<file path="src/rtl/dsi_vseq_pkg.sv">
package dsi_vseq_pkg;

  typedef enum logic [1:0] {
    V_SYNC  = 2'd0,
    V_BACK  = 2'd1,
    V_ACT   = 2'd2,
    V_FRONT = 2'd3
  } vreg_e;

  typedef enum logic [1:0] {
    H_SYNC  = 2'd0,
    H_BACK  = 2'd1,
    H_ACT   = 2'd2,
    H_FRONT = 2'd3
  } hreg_e;

  typedef enum logic [1:0] {
    PH_IDLE = 2'd0,
    PH_WAIT = 2'd1,
    PH_GO   = 2'd2
  } phase_e;

  localparam logic [1:0] MODE_PULSE = 2'd0;

  // low-power grant bit positions
  localparam int LP_VSYNC = 0;
  localparam int LP_VBACK = 1;
  localparam int LP_VACT  = 2;
  localparam int LP_VFRNT = 3;
  localparam int LP_HBACK = 4;
  localparam int LP_HFRNT = 5;
  localparam int LP_BITS  = 6;

endpackage

</file>
<file path="src/rtl/dsi_vseq_timer.sv">
module dsi_vseq_timer
  import dsi_vseq_pkg::*;
#(
  parameter int HT_W  = 16,
  parameter int VL_W  = 10,
  parameter int VA_W  = 12,
  parameter int DLY_W = 24
) (
  input  logic             clk,
  input  logic             rst_n,
  input  logic             run,
  input  logic [HT_W-1:0]  line_time,
  input  logic [VL_W-1:0]  vsa_lines,
  input  logic [VL_W-1:0]  vbp_lines,
  input  logic [VL_W-1:0]  vfp_lines,
  input  logic [VA_W-1:0]  vact_lines,
  input  logic [DLY_W-1:0] sig_delay,
  output logic             running,
  output logic [HT_W-1:0]  hcnt,
  output vreg_e            vreg,
  output logic             line_last
);

  phase_e           phase;
  logic [DLY_W-1:0] dcnt;
  logic [VA_W-1:0]  vcnt;
  logic [VA_W-1:0]  region_len [4];
  logic [HT_W-1:0]  lt_m1;
  vreg_e            first_reg;
  vreg_e            nxt_reg;
  logic             region_last;

  always_comb begin
    region_len[0] = VA_W'(vsa_lines);
    region_len[1] = VA_W'(vbp_lines);
    region_len[2] = vact_lines;
    region_len[3] = VA_W'(vfp_lines);
  end

  // lowest-numbered region with a nonzero count starts the frame
  always_comb begin
    first_reg = V_SYNC;
    for (int k = 3; k >= 0; k--) begin
      if (region_len[k] != '0) first_reg = vreg_e'(k[1:0]);
    end
  end

  // next region in frame order, skipping empty ones
  always_comb begin
    nxt_reg = vreg_e'(2'(int'(vreg) + 1));
    for (int k = 4; k >= 1; k--) begin
      if (region_len[2'(int'(vreg) + k)] != '0) nxt_reg = vreg_e'(2'(int'(vreg) + k));
    end
  end

  assign lt_m1       = (line_time == '0) ? '0 : line_time - 1'b1;
  assign running     = (phase == PH_GO);
  assign line_last   = running && (hcnt >= lt_m1);
  assign region_last = (region_len[vreg] == '0) || (vcnt >= region_len[vreg] - 1'b1);

  always_ff @(posedge clk) begin
    if (!rst_n || !run) begin
      phase <= PH_IDLE;
      dcnt  <= '0;
      hcnt  <= '0;
      vcnt  <= '0;
      vreg  <= V_SYNC;
    end else begin
      case (phase)
        PH_IDLE: begin
          if (sig_delay == '0) begin
            phase <= PH_GO;
            hcnt  <= '0;
            vcnt  <= '0;
            vreg  <= first_reg;
          end else begin
            phase <= PH_WAIT;
            dcnt  <= DLY_W'(1);
          end
        end
        PH_WAIT: begin
          if (dcnt >= sig_delay) begin
            phase <= PH_GO;
            hcnt  <= '0;
            vcnt  <= '0;
            vreg  <= first_reg;
          end else begin
            dcnt <= dcnt + 1'b1;
          end
        end
        default: begin
          if (line_last) begin
            hcnt <= '0;
            if (region_last) begin
              vcnt <= '0;
              vreg <= nxt_reg;
            end else begin
              vcnt <= vcnt + 1'b1;
            end
          end else begin
            hcnt <= hcnt + 1'b1;
          end
        end
      endcase
    end
  end

  a_r3_hcnt_step: assert property (@(posedge clk) disable iff (!rst_n)
    (running && $past(running) && hcnt != '0) |-> (hcnt == $past(hcnt) + 1'b1));

  a_r5_vreg_on_line: assert property (@(posedge clk) disable iff (!rst_n)
    (running && $past(running) && vreg != $past(vreg)) |-> (hcnt == '0));

endmodule

</file>
<file path="src/rtl/dsi_vseq_chunker.sv">
module dsi_vseq_chunker
  import dsi_vseq_pkg::*;
#(
  parameter int HT_W  = 16,
  parameter int PS_W  = 16,
  parameter int CNT_W = 16,
  parameter int NS_W  = 10
) (
  input  logic             clk,
  input  logic             rst_n,
  input  logic             running,
  input  logic             active_line,
  input  logic             line_last,
  input  logic [HT_W-1:0]  hcnt,
  input  logic [HT_W:0]    hact_start,
  input  logic [PS_W-1:0]  pkt_size,
  input  logic [CNT_W-1:0] chunks,
  input  logic [NS_W-1:0]  null_size,
  input  logic             burst,
  output logic             in_hact,
  output logic             chunk_stb,
  output logic             null_stb
);

  localparam int POS_W = (PS_W > NS_W) ? PS_W : NS_W;

  logic [POS_W-1:0] seg_pos;
  logic             seg_null;
  logic [CNT_W-1:0] chunk_idx;
  logic             done;
  logic [POS_W-1:0] eff_pkt;
  logic [POS_W-1:0] eff_null;
  logic [CNT_W-1:0] eff_chunks;
  logic             last_chunk;

  // burst forces one chunk with no filler; zero sizes are clamped
  assign eff_pkt    = (pkt_size == '0) ? POS_W'(1) : POS_W'(pkt_size);
  assign eff_null   = burst ? '0 : POS_W'(null_size);
  assign eff_chunks = (burst || chunks == '0) ? CNT_W'(1) : chunks;
  assign last_chunk = (chunk_idx >= eff_chunks - 1'b1);

  assign in_hact   = running && active_line && ({1'b0, hcnt} >= hact_start) && !done;
  assign chunk_stb = in_hact && !seg_null && (seg_pos == '0);
  assign null_stb  = in_hact &&  seg_null && (seg_pos == '0);

  always_ff @(posedge clk) begin
    if (!rst_n || !running || line_last) begin
      seg_pos   <= '0;
      seg_null  <= 1'b0;
      chunk_idx <= '0;
      done      <= 1'b0;
    end else if (in_hact) begin
      if (!seg_null) begin
        if (seg_pos >= eff_pkt - 1'b1) begin
          seg_pos <= '0;
          if (eff_null != '0) seg_null <= 1'b1;
          else if (last_chunk) done <= 1'b1;
          else chunk_idx <= chunk_idx + 1'b1;
        end else begin
          seg_pos <= seg_pos + 1'b1;
        end
      end else begin
        if (seg_pos >= eff_null - 1'b1) begin
          seg_pos  <= '0;
          seg_null <= 1'b0;
          if (last_chunk) done <= 1'b1;
          else chunk_idx <= chunk_idx + 1'b1;
        end else begin
          seg_pos <= seg_pos + 1'b1;
        end
      end
    end
  end

  a_r9_burst_no_null: assert property (@(posedge clk) disable iff (!rst_n)
    null_stb |-> !burst);

  a_r10_chunk_active_line: assert property (@(posedge clk) disable iff (!rst_n)
    (chunk_stb || null_stb) |-> (running && active_line));

endmodule

</file>
<file path="src/rtl/dsi_vseq_lpgate.sv">
module dsi_vseq_lpgate
  import dsi_vseq_pkg::*;
#(
  parameter int HT_W = 16
) (
  input  logic               running,
  input  vreg_e              vreg,
  input  hreg_e              hreg,
  input  logic [HT_W-1:0]    hcnt,
  input  logic [HT_W-1:0]    hsa_time,
  input  logic               pulse_mode,
  input  logic [LP_BITS-1:0] lp_en,
  output logic               lp_ok
);

  logic grant;
  logic pending;

  always_comb begin
    grant = 1'b0;
    if (vreg != V_ACT) begin
      case (vreg)
        V_SYNC:  grant = lp_en[LP_VSYNC];
        V_BACK:  grant = lp_en[LP_VBACK];
        default: grant = lp_en[LP_VFRNT];
      endcase
    end else begin
      case (hreg)
        H_SYNC:  grant = lp_en[LP_VACT];
        H_BACK:  grant = lp_en[LP_HBACK];
        H_FRONT: grant = lp_en[LP_HFRNT];
        default: grant = 1'b0;
      endcase
    end
  end

  // a sync packet is still due: line start, or up to sync end in pulse mode
  assign pending = (hcnt == '0) || (pulse_mode && hcnt <= hsa_time);
  assign lp_ok   = running && grant && !pending && (hreg != H_ACT);

endmodule

</file>
<file path="src/rtl/dsi_video_sequencer.sv">
module dsi_video_sequencer
  import dsi_vseq_pkg::*;
#(
  parameter int HT_W  = 16,
  parameter int VL_W  = 10,
  parameter int VA_W  = 12,
  parameter int PS_W  = 16,
  parameter int CNT_W = 16,
  parameter int NS_W  = 10,
  parameter int DLY_W = 24
) (
  input  logic                  clk,
  input  logic                  rst_n,
  input  logic                  run,
  input  logic [1:0]            cfg_mode,
  input  logic [2*HT_W-1:0]     cfg_hblk,
  input  logic [HT_W-1:0]       cfg_line_time,
  input  logic [3*VL_W-1:0]     cfg_vblk,
  input  logic [VA_W-1:0]       cfg_vact,
  input  logic [PS_W+CNT_W-1:0] cfg_pkt,
  input  logic [NS_W-1:0]       cfg_null_size,
  input  logic [5:0]            cfg_lp_en,
  input  logic [DLY_W-1:0]      cfg_sig_delay,
  output logic [1:0]            vreg,
  output logic [1:0]            hreg,
  output logic                  sync_start,
  output logic                  sync_end,
  output logic                  chunk_stb,
  output logic                  null_stb,
  output logic                  lp_ok
);

  logic [HT_W-1:0] hsa_time;
  logic [HT_W-1:0] hbp_time;
  logic [HT_W:0]   hact_start;
  logic            pulse_mode;
  logic            burst;
  logic            running;
  logic [HT_W-1:0] hcnt;
  vreg_e           vreg_q;
  hreg_e           hreg_d;
  logic            line_last;
  logic            in_hact;

  assign hsa_time   = cfg_hblk[2*HT_W-1:HT_W];
  assign hbp_time   = cfg_hblk[HT_W-1:0];
  assign hact_start = {1'b0, hsa_time} + {1'b0, hbp_time};
  assign pulse_mode = (cfg_mode == MODE_PULSE);
  assign burst      = cfg_mode[1];

  dsi_vseq_timer #(
    .HT_W(HT_W), .VL_W(VL_W), .VA_W(VA_W), .DLY_W(DLY_W)
  ) u_timer (
    .clk        (clk),
    .rst_n      (rst_n),
    .run        (run),
    .line_time  (cfg_line_time),
    .vsa_lines  (cfg_vblk[3*VL_W-1:2*VL_W]),
    .vbp_lines  (cfg_vblk[2*VL_W-1:VL_W]),
    .vfp_lines  (cfg_vblk[VL_W-1:0]),
    .vact_lines (cfg_vact),
    .sig_delay  (cfg_sig_delay),
    .running    (running),
    .hcnt       (hcnt),
    .vreg       (vreg_q),
    .line_last  (line_last)
  );

  dsi_vseq_chunker #(
    .HT_W(HT_W), .PS_W(PS_W), .CNT_W(CNT_W), .NS_W(NS_W)
  ) u_chunker (
    .clk         (clk),
    .rst_n       (rst_n),
    .running     (running),
    .active_line (vreg_q == V_ACT),
    .line_last   (line_last),
    .hcnt        (hcnt),
    .hact_start  (hact_start),
    .pkt_size    (cfg_pkt[PS_W-1:0]),
    .chunks      (cfg_pkt[PS_W+CNT_W-1:PS_W]),
    .null_size   (cfg_null_size),
    .burst       (burst),
    .in_hact     (in_hact),
    .chunk_stb   (chunk_stb),
    .null_stb    (null_stb)
  );

  always_comb begin
    if (!running)                          hreg_d = H_SYNC;
    else if (hcnt < hsa_time)              hreg_d = H_SYNC;
    else if ({1'b0, hcnt} < hact_start)    hreg_d = H_BACK;
    else if (in_hact)                      hreg_d = H_ACT;
    else                                   hreg_d = H_FRONT;
  end

  dsi_vseq_lpgate #(.HT_W(HT_W)) u_lpgate (
    .running    (running),
    .vreg       (vreg_q),
    .hreg       (hreg_d),
    .hcnt       (hcnt),
    .hsa_time   (hsa_time),
    .pulse_mode (pulse_mode),
    .lp_en      (cfg_lp_en),
    .lp_ok      (lp_ok)
  );

  assign vreg       = running ? vreg_q : 2'd0;
  assign hreg       = hreg_d;
  assign sync_start = running && (hcnt == '0);
  assign sync_end   = running && pulse_mode && (hcnt == hsa_time);

  a_r12_lp_quiet: assert property (@(posedge clk) disable iff (!rst_n)
    lp_ok |-> !(sync_start || sync_end || chunk_stb || null_stb));

  a_r6_end_follows_sync: assert property (@(posedge clk) disable iff (!rst_n)
    (sync_end && $past(running) && $past(running && hcnt != '0) && hsa_time != '0)
      |-> ($past(hreg) == 2'(H_SYNC)));

  a_r1_idle_quiet: assert property (@(posedge clk) disable iff (!rst_n)
    !running |-> !(sync_start || sync_end || chunk_stb || null_stb || lp_ok));

endmodule

</file>
<file path="config.mk">
export PLATFORM = sky130hd
export DESIGN_NAME = dsi_video_sequencer
export DESIGN_NICKNAME = d
export VERILOG_FILES = /design/src/rtl/dsi_vseq_pkg.sv /design/src/rtl/dsi_vseq_timer.sv /design/src/rtl/dsi_vseq_chunker.sv /design/src/rtl/dsi_vseq_lpgate.sv /design/src/rtl/dsi_video_sequencer.sv
export SDC_FILE = /design/constraint.sdc
export NUM_CORES = 1
export LEC_CHECK = 0
export ABC_AREA = 1
export ABC_CLOCK_PERIOD_IN_PS = 8100
export BUFFER_PORTS_ARGS = -buffer_cell sky130_fd_sc_hd__buf_2
export CAP_MARGIN = 20
export CORE_AREA = 2 2 158 160
export DETAILED_ROUTE_END_ITERATION = 6
export DIE_AREA = 0 0 160 162
export PLACE_DENSITY_LB_ADDON = 0.1
export SYNTH_ARGS = -nofsm -noshare
export SYNTH_HDL_FRONTEND = slang
export SYNTH_SLANG_ARGS = --single-unit
</file>
<file path="constraint.sdc">
create_clock -name clk -period 8.1 [get_ports clk]
set_input_delay 1.215 -clock clk [delete_from_list [all_inputs] [get_ports clk]]
set_output_delay 1.215 -clock clk [all_outputs]
set_load 0.02 [all_outputs]
</file>
==> results of run 1 <==
-- critical path, delay by kind of cell --
family | cells | cell delay (ps)
buf+inv | 2 | 290
simple gates | 6 | 890
xor+xnor | 1 | 150
fa+ha+maj | 2 | 630
compound gates | 6 | 1230
-- sequential cells by signal, indices dropped and copies added, names as in the netlist --
signal and flops:
u_chunker.done 1, u_timer.dcnt 24, u_chunker.seg_null 1, u_timer.phase 2
u_timer.vreg 2, u_timer.hcnt 16, u_timer.vcnt 12, u_chunker.seg_pos 16
u_chunker.chunk_idx 16
-- power groups by stage --
stage | registers, mW | clock network, mW | logic [mW]
floorplan | 0.456 | 0 | 0.236
global placement | 0.458 | 0 | 0.332
finish | 0.448 | 0.464 | 0.341
global route | 0.448 | 0.490 | 0.391
detailed placement | 0.458 | 0 | 0.338
CTS | 0.448 | 0.471 | 0.341
-- kinds of logic after synthesis --
| logic type | share of synthesized area |
|---|---|
| adder cells (fa/ha/maj) | 0.174 |
| AO/OA/AOI/OAI | 0.108 |
| AND/OR/NAND/NOR | 0.394 |
| XOR/XNOR | 0.0744 |
| flip-flops | 0.152 |
| buffers and inverters | 0.0982 |
-- layer usage --
layer | vias to the layer above | wire [um] | GRT usage
met3 | 31 | 1670 | 0.0248
li1 | 6643 | - | -
met2 | 338 | 13500 | 0.399
met1 | 5693 | 15700 | 0.345
met4 | 0 | 492 | 0.0553
met5 | - | 0 | 0
-- layout by cell type, fill, tap and decap left out, types with 3 or more instances in the layout --
master                        n
sky130_fd_sc_hd__nand2_1    476
sky130_fd_sc_hd__inv_1      238
sky130_fd_sc_hd__nor2_1     236
sky130_fd_sc_hd__buf_2      175
sky130_fd_sc_hd__ha_1       164
sky130_fd_sc_hd__nand3_1    144
sky130_fd_sc_hd__a21oi_1    135
sky130_fd_sc_hd__dfxtp_1     90
sky130_fd_sc_hd__xor2_1      66
sky130_fd_sc_hd__o21ai_0     59
sky130_fd_sc_hd__nand4_1     52
sky130_fd_sc_hd__nor3_1      50
sky130_fd_sc_hd__xnor2_1     35
sky130_fd_sc_hd__nor4_1      19
sky130_fd_sc_hd__nand2_2     17
sky130_fd_sc_hd__nand3b_1     9
sky130_fd_sc_hd__or2_2        9
sky130_fd_sc_hd__clkbuf_16    9
sky130_fd_sc_hd__a21o_1       8
sky130_fd_sc_hd__a31oi_1      7
sky130_fd_sc_hd__inv_2        5
sky130_fd_sc_hd__nand2_4      5
sky130_fd_sc_hd__o21bai_1     5
sky130_fd_sc_hd__o21a_1       5
sky130_fd_sc_hd__nor3b_1      5
sky130_fd_sc_hd__nor2_2       5
sky130_fd_sc_hd__nor2_4       4
sky130_fd_sc_hd__and3_1       4
sky130_fd_sc_hd__and2_1       4
sky130_fd_sc_hd__nand3_2      4
sky130_fd_sc_hd__o21ai_1      4
sky130_fd_sc_hd__nand4_2      3
-- area by class of cell --
cell class,count,area (sq um),share of cell area
sequential,90,1800,0.136
tap,324,405,0.0306
clock buffer,11,243,0.0183
timing repair buffer,176,883,0.0666
clock inverter,4,76.3,0.00576
multi-input combinational,1553,8910,0.673
inverter,246,930,0.0701
-- cell usage after synthesis, drive strengths merged, types with 2 or more instances --
cell	number
o21a	5
clkbuf	12
nand3b	9
nor3	51
nand4	55
clkinv	2
buf	24
nor3b	6
xor2	66
nand2	498
nor2	246
o21bai	5
a31oi	8
a21o	8
and2	6
a211oi	2
xnor2	35
dfxtp	90
o21ai	65
nand3	148
o31ai	2
nor4	19
a21oi	135
or2	9
inv	244
and3	4
a21boi	2
ha	164
-- through the flow --
step / utilization / power [mW] / hold slack [ps] / instances / cell area [sq um]
floorplan: - / 0.693 / 430 / 1925 / 11900
global placement: 0.537 / 0.790 / 461 / 2389 / 12900
detailed placement: 0.537 / 0.796 / 468 / 2389 / 12900
CTS: 0.550 / 1.26 / 476 / 2404 / 13300
global route: 0.550 / 1.33 / 508 / 2404 / 13300
finish: 0.550 / 1.25 / 469 / 2404 / 13300
-- worst max path at each step --
stage | start | endpoint | cells past startpoint
after detailed placement | cfg_hblk[2] | chunk_stb | 17
after global placement | cfg_hblk[2] | null_stb | 19
after CTS | cfg_hblk[2] | chunk_stb | 17
after global routing | cfg_hblk[2] | chunk_stb | 19
final | cfg_hblk[2] | chunk_stb | 17
after floorplan | cfg_hblk[0] | chunk_stb | 19
==> summary by stage, run 1 <==
Clocking
TritonCTS built the clock tree. Buffers added to address setup during post-CTS repair amount to 0. Hold repair after CTS inserted 0 buffers.

The clock net in this run drives a total of 90 sinks. Clock tree synthesis inserted a total of 9 buffers. After clock tree synthesis, the clock-pin slew on the worst setup and hold paths is 60 ps.

The longest clock path from root to sink contains 2 buffers. The clock reaches the later pin of the worst-skew pair after around 350 ps. The H-tree depth is 3. The quantity of gates resized following cts is 0. The clock tree root buffer cell is sky130_fd_sc_hd__clkbuf_16.

Detailed routing
The final route contains about 13,000 vias. The DRC violation count after routing is 0. The first-iteration detailed-routing DRC count is between 800 and 900.

The total wirelength of the detailed-routed design is between 30 and 40 mm. In the routed layout, each cell is associated on average with a via count of 5.28. Once detail routing completed, the nets flagged for antenna violations numbered 0. The first TritonRoute pass finished after 6 iterations. In the final routed layout, each cell accounts on average for 13.1 um.

Die
For this design the top-level I/O count stands at 176. The die covers 0.0259 sq mm. The floorplan step defined a core boundary enclosing roughly 0.024 sq mm. The horizontal die dimension is ~160 um. The overall die height is ~160 um. The initial utilization of the core area, before any placement, comes to 0.493. The floorplan row count is 57.

Synthesis
The post-synthesis cell type count is 52. The gate count after technology mapping is about 1,900. The post-synthesis async set-or-reset flop share is 0. Synthesis inferred 90 register bits. For this run, the number of Yosys warnings is 0. The share of the yosys chip area belonging to registers is 0.152. The count of flip-flops with a built-in enable after synthesis is 0. The cell type contributing the most total cell area after synthesis is sky130_fd_sc_hd__ha_1. Ranked by total cell area, the synthesized netlist is headed by sky130_fd_sc_hd__ha_1, sky130_fd_sc_hd__dfxtp_1, sky130_fd_sc_hd__nand2_1. The synthesized area is 0.0119 sq mm.

The dominant register cell in the synthesized netlist is sky130_fd_sc_hd__dfxtp_1. Averaged over all synthesized cells, the footprint is 6.17 sq um. The net count of the mapped netlist is between 2,000 and 2,500. The proportion of netlist area held by the largest area contributor is 0.173.

Worst hold path
The instance count along the most critical hold path is 2. The endpoint of the worst hold path is u_chunker.done$_SDFFE_PP0P_. In this run the most critical hold path is launched from u_chunker.done$_SDFFE_PP0P_. The worst hold-check path type is flop to flop.

Worst setup path
By instance count, the cell type seen most on the critical path is sky130_fd_sc_hd__o21ai_0. STA classifies the critical path endpoint as an output port. The data required time at the worst endpoint is around 7000 ps. The reg-to-reg startpoint is u_timer.vreg[1]$_SDFFE_PP0P_. The largest stage delay on the critical path is 350 ps.

The slowest stage of the critical path belongs to the cell sky130_fd_sc_hd__ha_1. In this run the register-to-register setup slack is just over 4000 ps. The critical path goes through buf_2 > ha_1 > a21oi_1 > o21ai_0 > a21oi_1 > o21ai_0 > a21boi_0 > o21ai_0 > xnor2_1 > ha_1 > nand2_1 > nor3b_1 > nand2_1 > nand4_1 > nand2_4 > nor3_1 > buf_2. The maximum net fanout on the critical path is 18. The start-to-end type of the worst setup path is primary input to output port. STA classifies the critical path startpoint as a primary input. The number of cells on the worst reg-to-reg path is 24. The arrival time reported for the critical path endpoint is 4400 ps. The worst register-to-register path ends at u_timer.vreg[0]$_SDFFE_PP0P_.

GRT
The number of global-route vias before repair came to ~12,000. The number of antenna violations at the first check in global routing is 0. The pin count of the biggest net entering global routing is 42. The total overflow left after global routing is 0.

The wire length of the first global-routing pass is 53.6 mm. For this run, the total global-route usage over all layers was measured as 0.243.

STA
The remaining max-slew budget at the tightest pin is 0.476. Setup repair after global routing left no endpoint under its margin. The final hold violation count is 0. Setup slack on the critical path of the routed design comes to between 2000 and 2500 ps. For the pin with the worst max-slew slack, the measured transition is 784 ps. The total negative slack for setup checks is 0 ps. The shortest clock period the worst path allows after layout is ~5600 ps.

The worst setup skew after layout is between 10 and 15 ps. The share of the clock period used by the worst path after layout is 0.693. Setup violations remaining at the end of the flow were counted as 0.

The number of max-slew violations in the final report is 0. The maximum clock rate is roughly 180 MHz.

Final layout
Relative to the synthesized area, the layout overhead comes to 11.5%. Fill cells in the final layout number between 2,000 and 3,000. The fraction of layout instances using a drive strength above 1 is 0.121. After the last flow step, the layout net total stands at about 2,400. The number of antenna diodes in the final layout is 0.

Power and ir drop
The power per standard cell area is between 90 and 100 mW/mm^2. The internal portion of the total power is ~0.85 mW. Of the total power, combinational logic draws 0.272. The switching share of power is 0.318. The share of total power dissipated in sequential elements is 0.358. Summed over all nets, the switching power comes to 0.399 mW.

The largest voltage drop on the vdd net is ~0.09 mV. The share of total power dissipated in the clock network is 0.370. The total leakage power is about 6.5 nW.

Placement
The placed wire-length estimate after detailed placement is between 20 and 30 mm. The placer's final routability congestion estimate is a little over 0.9. Port buffering added around 180 buffers.

At the placement stage, the worst setup path has a slack of between 2000 and 2500 ps.

Job
The max capacitance violation total is 0.

Outcome
The run finished with clean final reports.
Power figures use the tool's default switching activity.
==> run 2: changes to the inputs <==
- ABC_AREA: 1 -> 0
- ABC_CLOCK_PERIOD_IN_PS: 8100 -> 5600
- CORE_AREA: 2 2 158 160 -> 2 2 147 149
- DIE_AREA: 0 0 160 162 -> 0 0 149 151
- clock period: 8.1 -> 5.6 ns (I/O delays scaled with it)
==> summary by stage, run 2 <==
STA
The final hold violation count is 0 (unchanged). The transition time of the tightest slew-check pin is 855 ps (was 784 ps). The remaining max-slew budget at the tightest pin is 0.429 (was 0.476). The shortest clock period the worst path allows after layout is 5560 ps. The total negative slack for setup checks was 0 ps (unchanged).

The count of endpoints failing setup in the final report is 0 (unchanged). The number of max-slew violations in the final report was 0 (unchanged). The worst setup skew after layout is 12.6 ps (was 11.0 ps). For this run, the top clock speed supported by timing is 180 MHz. The share of the clock period used by the worst path after layout is 0.992.

Synthesis
The post-synthesis async set-or-reset flop share is 0 (unchanged). The count of warnings emitted by yosys was 0 (unchanged). The most frequent cell after synthesis is sky130_fd_sc_hd__ha_1 (was sky130_fd_sc_hd__nand2_1). The share of the yosys chip area belonging to registers is 0.175 (was 0.152). Top cells by area in the synthesized netlist: sky130_fd_sc_hd__ha_1, sky130_fd_sc_hd__dfxtp_1, sky130_fd_sc_hd__xnor2_1 (was sky130_fd_sc_hd__ha_1, sky130_fd_sc_hd__dfxtp_1, sky130_fd_sc_hd__nand2_1).

The net count of the mapped netlist is 1,648 (was 2,257). The synthesized area is 0.0103 sq mm (was 0.0119 sq mm). The post-synthesis cell type count is 81 (was 52).

The dominant register cell in the synthesized netlist is sky130_fd_sc_hd__dfxtp_1 (unchanged). The count of flip-flops with a built-in enable after synthesis came to 0 (unchanged). Top cells by count, synth: sky130_fd_sc_hd__ha_1, sky130_fd_sc_hd__nor2_1, sky130_fd_sc_hd__nand2_1 (was sky130_fd_sc_hd__nand2_1, sky130_fd_sc_hd__inv_1, sky130_fd_sc_hd__nor2_1). The post-synthesis sequential element count is 90 (unchanged). The proportion of netlist area held by the largest area contributor is 0.199 (was 0.173). The cell type contributing the most total cell area after synthesis is sky130_fd_sc_hd__ha_1 (unchanged). The gate count after technology mapping was 1,316 (was 1,925). The mean instance size in the synthesized netlist is 7.84 sq um (was 6.17 sq um).

Worst hold path
The worst hold-check path type was flop to flop (unchanged).

GRT
The number of antenna violations at the first check in global routing is 0 (unchanged). The wire length of the first global-routing pass is 44.5 mm (was 53.6 mm). The total overflow reported by the global router came to 0 (unchanged).

The pin count of the biggest net entering global routing is 42 (unchanged). The combined global-route utilization of all metal layers came to 0.241 (was 0.243). The number of global-route vias before repair is 9,437 (was 11,657).

Clocking
The CTS sink count is 90 (unchanged). The H-tree depth is 3 (unchanged). The clock slew seen by the registers of the worst setup and hold paths was 60 ps (about the same).

The number of buffers created by CTS came to 9 (unchanged). The hold buffer count at CTS is 0 (unchanged). The clock tree from TritonCTS is built (unchanged). The clock tree root buffer cell is sky130_fd_sc_hd__clkbuf_16 (unchanged). The maximum clock path buffer count is 2 (unchanged). The clock insertion delay at the later pin of the skew report was 350 ps (about the same).

Detailed routing
The total iterations of the first detailed-routing run is 5 (was 6). The ratio of routed vias to standard cells is 5.74 (was 5.28). The total wirelength of the detailed-routed design is 27.5 mm (was 31.4 mm).

The number of nets still failing antenna checks after routing is 0 (unchanged). The DRC violation count after routing is 0 (unchanged). The first-iteration detailed-routing DRC count is 471 (was 814). The number of vias after detailed routing is 10,138 (was 12,705). The average wire per standard cell is 15.6 um (was 13.1 um).

Worst setup path
The category of the worst setup path capture point is an output port (unchanged). The largest stage delay on the critical path is 390 ps (was 350 ps). The data required time at the worst endpoint is 4760 ps (was 6880 ps). Cell-by-cell trace of the critical path: buf_2 > ha_4 > fa_2 > a21o_1 > o21ai_2 > a31oi_4 > a41o_1 > o21a_2 > xnor2_1 > ha_1 > nand4_1 > a211oi_2 > o22ai_2 > a21oi_2 > nand3_1 > o31ai_2 > nor4_2 > nor4_2 > buf_4 (was buf_2 > ha_1 > a21oi_1 > o21ai_0 > a21oi_1 > o21ai_0 > a21boi_0 > o21ai_0 > xnor2_1 > ha_1 > nand2_1 > nor3b_1 > nand2_1 > nand4_1 > nand2_4 > nor3_1 > buf_2). The cell with the largest stage delay on the worst path is sky130_fd_sc_hd__fa_2 (was sky130_fd_sc_hd__ha_1). The cell type with the highest occurrence count on the critical path is sky130_fd_sc_hd__nor4_2 (was sky130_fd_sc_hd__o21ai_0). The start-to-end type of the worst setup path was primary input to output port (unchanged). The maximum net fanout on the critical path came to 4 (was 18). The arrival time reported for the critical path endpoint came to 4720 ps (was 4400 ps). The nature of the critical path startpoint was a primary input (unchanged).

Power and ir drop
The sequential cell fraction of total power was 0.389 (was 0.358). The design internal power is 1.16 mW (was 0.854 mW). The total leakage power is 5.12 nW (was 6.53 nW). The power per standard cell area is 140 mW/mm^2 (was 94.6 mW/mm^2). The share of total power in the clock network is 0.356 (was 0.370). The share of power burned in combinational logic is 0.255 (was 0.272). The switching power of the nets was 0.505 mW (was 0.399 mW). The switching share of power was 0.304 (was 0.318).

The largest voltage drop on the vdd net is 0.157 mV (was 0.0902 mV).

Placement
The placed wire-length estimate after detailed placement is 22.0 mm (was 25.4 mm). The number of port buffers came to 175 (unchanged). The placement-stage cell area is 0.0115 sq mm (was 0.0129 sq mm). The placer's final routability congestion estimate is 0.865 (was 0.920).

Die
The horizontal die dimension is 149 um (was 160 um). The total die area came to 0.0225 sq mm (was 0.0259 sq mm). The I/O pin count was 176 (unchanged). The placeable core area is 0.0208 sq mm (was 0.0241 sq mm).

The floorplan row count is 53 (was 57). The starting density of the core is 0.495 (was 0.493). The overall die height is 151 um (was 162 um).

Final layout
The net total in the final layout is 1,820 (was 2,408). Commonest non-fill, non-tap cells in the layout: sky130_fd_sc_hd__buf_2, sky130_fd_sc_hd__ha_1, sky130_fd_sc_hd__nor2_1, sky130_fd_sc_hd__nand2_1, sky130_fd_sc_hd__dfxtp_1 (was sky130_fd_sc_hd__nand2_1, sky130_fd_sc_hd__inv_1, sky130_fd_sc_hd__nor2_1, sky130_fd_sc_hd__buf_2, sky130_fd_sc_hd__ha_1). The total non-filler cell area in the finished layout is 0.0119 sq mm (was 0.0133 sq mm). The register with the most flip-flops is u_timer.dcnt (unchanged). The commonest non-fill, non-tap cell in the layout is sky130_fd_sc_hd__buf_2 (was sky130_fd_sc_hd__nand2_1). The fill cell instance count of the final layout is 2,017 (was 2,537). The growth of design area from synthesis to finish is 15.3% (was 11.5%).

The fraction of layout instances using a drive strength above 1 came to 0.172 (was 0.121). The flip-flop count of the largest register after layout is 24 (unchanged). The antenna diode count came to 0 (unchanged).

Job
The max capacitance violation total is 0 (unchanged).

Outcome
Run status: completed (unchanged).
-- run 2: cell types whose count changed in the layout (fill, tap and decap cells not counted), moves of 18 or more --
| cell | previous run | this run |
|---|---|---|
| sky130_fd_sc_hd__xnor2_1 | 35 | 64 |
| sky130_fd_sc_hd__inv_1 | 238 | 67 |
| sky130_fd_sc_hd__nor4_1 | 19 | 56 |
| sky130_fd_sc_hd__buf_4 | 1 | 22 |
| sky130_fd_sc_hd__nand3_1 | 144 | 45 |
| sky130_fd_sc_hd__a21oi_1 | 135 | 61 |
| sky130_fd_sc_hd__nand2_1 | 476 | 112 |
| sky130_fd_sc_hd__and3_1 | 4 | 31 |
| sky130_fd_sc_hd__nor2_1 | 236 | 135 |
| sky130_fd_sc_hd__nand2b_1 | 0 | 29 |
| sky130_fd_sc_hd__mux2i_1 | 0 | 18 |
-- run 2: per-stage QoR --
step / hold slack [ps] / util / std cells / power [mW] / worst slack [ps]
finish: 478 / 0.571 / 1767 / 1.66 / 43.8
global route: 507 / 0.571 / 1767 / 1.75 / -98.6
CTS: 483 / 0.565 / 1760 / 1.65 / 102
detailed placement: 475 / 0.551 / 1745 / 1.06 / 107
global placement: 463 / 0.551 / 1745 / 1.06 / 158
floorplan: 447 / - / 1316 / 0.914 / 310
-- run 2: logic make-up after synthesis --
logic type / share of synthesized area
AO/OA/AOI/OAI: 0.146
AND/OR/NAND/NOR: 0.294
buffers and inverters: 0.0415
XOR/XNOR: 0.0960
adder cells (fa/ha/maj): 0.202
multiplexers: 0.0454
flip-flops: 0.175
-- run 2: power groups by stage --
| stage | Clock [mW] | Sequential (mW) | Combinational, mW |
|---|---|---|---|
| final | 0.592 | 0.646 | 0.423 |
| after global placement | 0 | 0.660 | 0.395 |
| after detailed placement | 0 | 0.660 | 0.402 |
| after floorplan | 0 | 0.658 | 0.256 |
| after global routing | 0.629 | 0.646 | 0.474 |
| after CTS | 0.605 | 0.646 | 0.404 |
-- run 2: routing by layer --
metal | track usage | vias up | part of all wire
li1 | - | 5183 | -
met1 | 0.335 | 4700 | 0.49
met2 | 0.402 | 224 | 0.45
met3 | 0.0229 | 31 | 0.043
met4 | 0.0600 | 0 | 0.017
met5 | 0 | - | 0
-- run 2: what timing repair did --
action | in CTS | in global routing
setup endpoints to repair | 0 | 3
setup buffers | 0 | 7
resized for setup | 0 | 19
-- run 2: worst max-delay path, delay by kind of cell --
family,cells,cell delay (ps)
compound gates,9,1910
xor+xnor,1,130
fa+ha+maj,3,870
buf+inv,2,320
simple gates,4,650
-- run 2: worst paths after layout --
| check | slack (ps) | startpoint | cells past startpoint | endpoint |
|---|---|---|---|---|
| worst max-delay path | 40 | cfg_hblk[16] | 19 | lp_ok |
| worst min register to register | 480 | u_chunker.chunk_idx[15]$_SDFFE_PP0P_ | 2 | u_chunker.chunk_idx[15]$_SDFFE_PP0P_ |
| worst min-delay path | 480 | u_chunker.chunk_idx[15]$_SDFFE_PP0P_ | 2 | u_chunker.chunk_idx[15]$_SDFFE_PP0P_ |
| worst max register to register | 1190 | u_timer.vreg[0]$_SDFFE_PP0P_ | 15 | u_timer.vcnt[1]$_SDFFE_PP0P_ |
-- run 2: layout make-up --
type	count	area [sq um]	share of cell area
well taps	275	344	0.0289
repair buffers	196	1040	0.0871
clock inverters	3	23.8	0.00200
flip-flops and latches	90	1800	0.151
inverters	69	259	0.0218
multi-input cells	1122	8170	0.687
clock buffers	12	256	0.0216
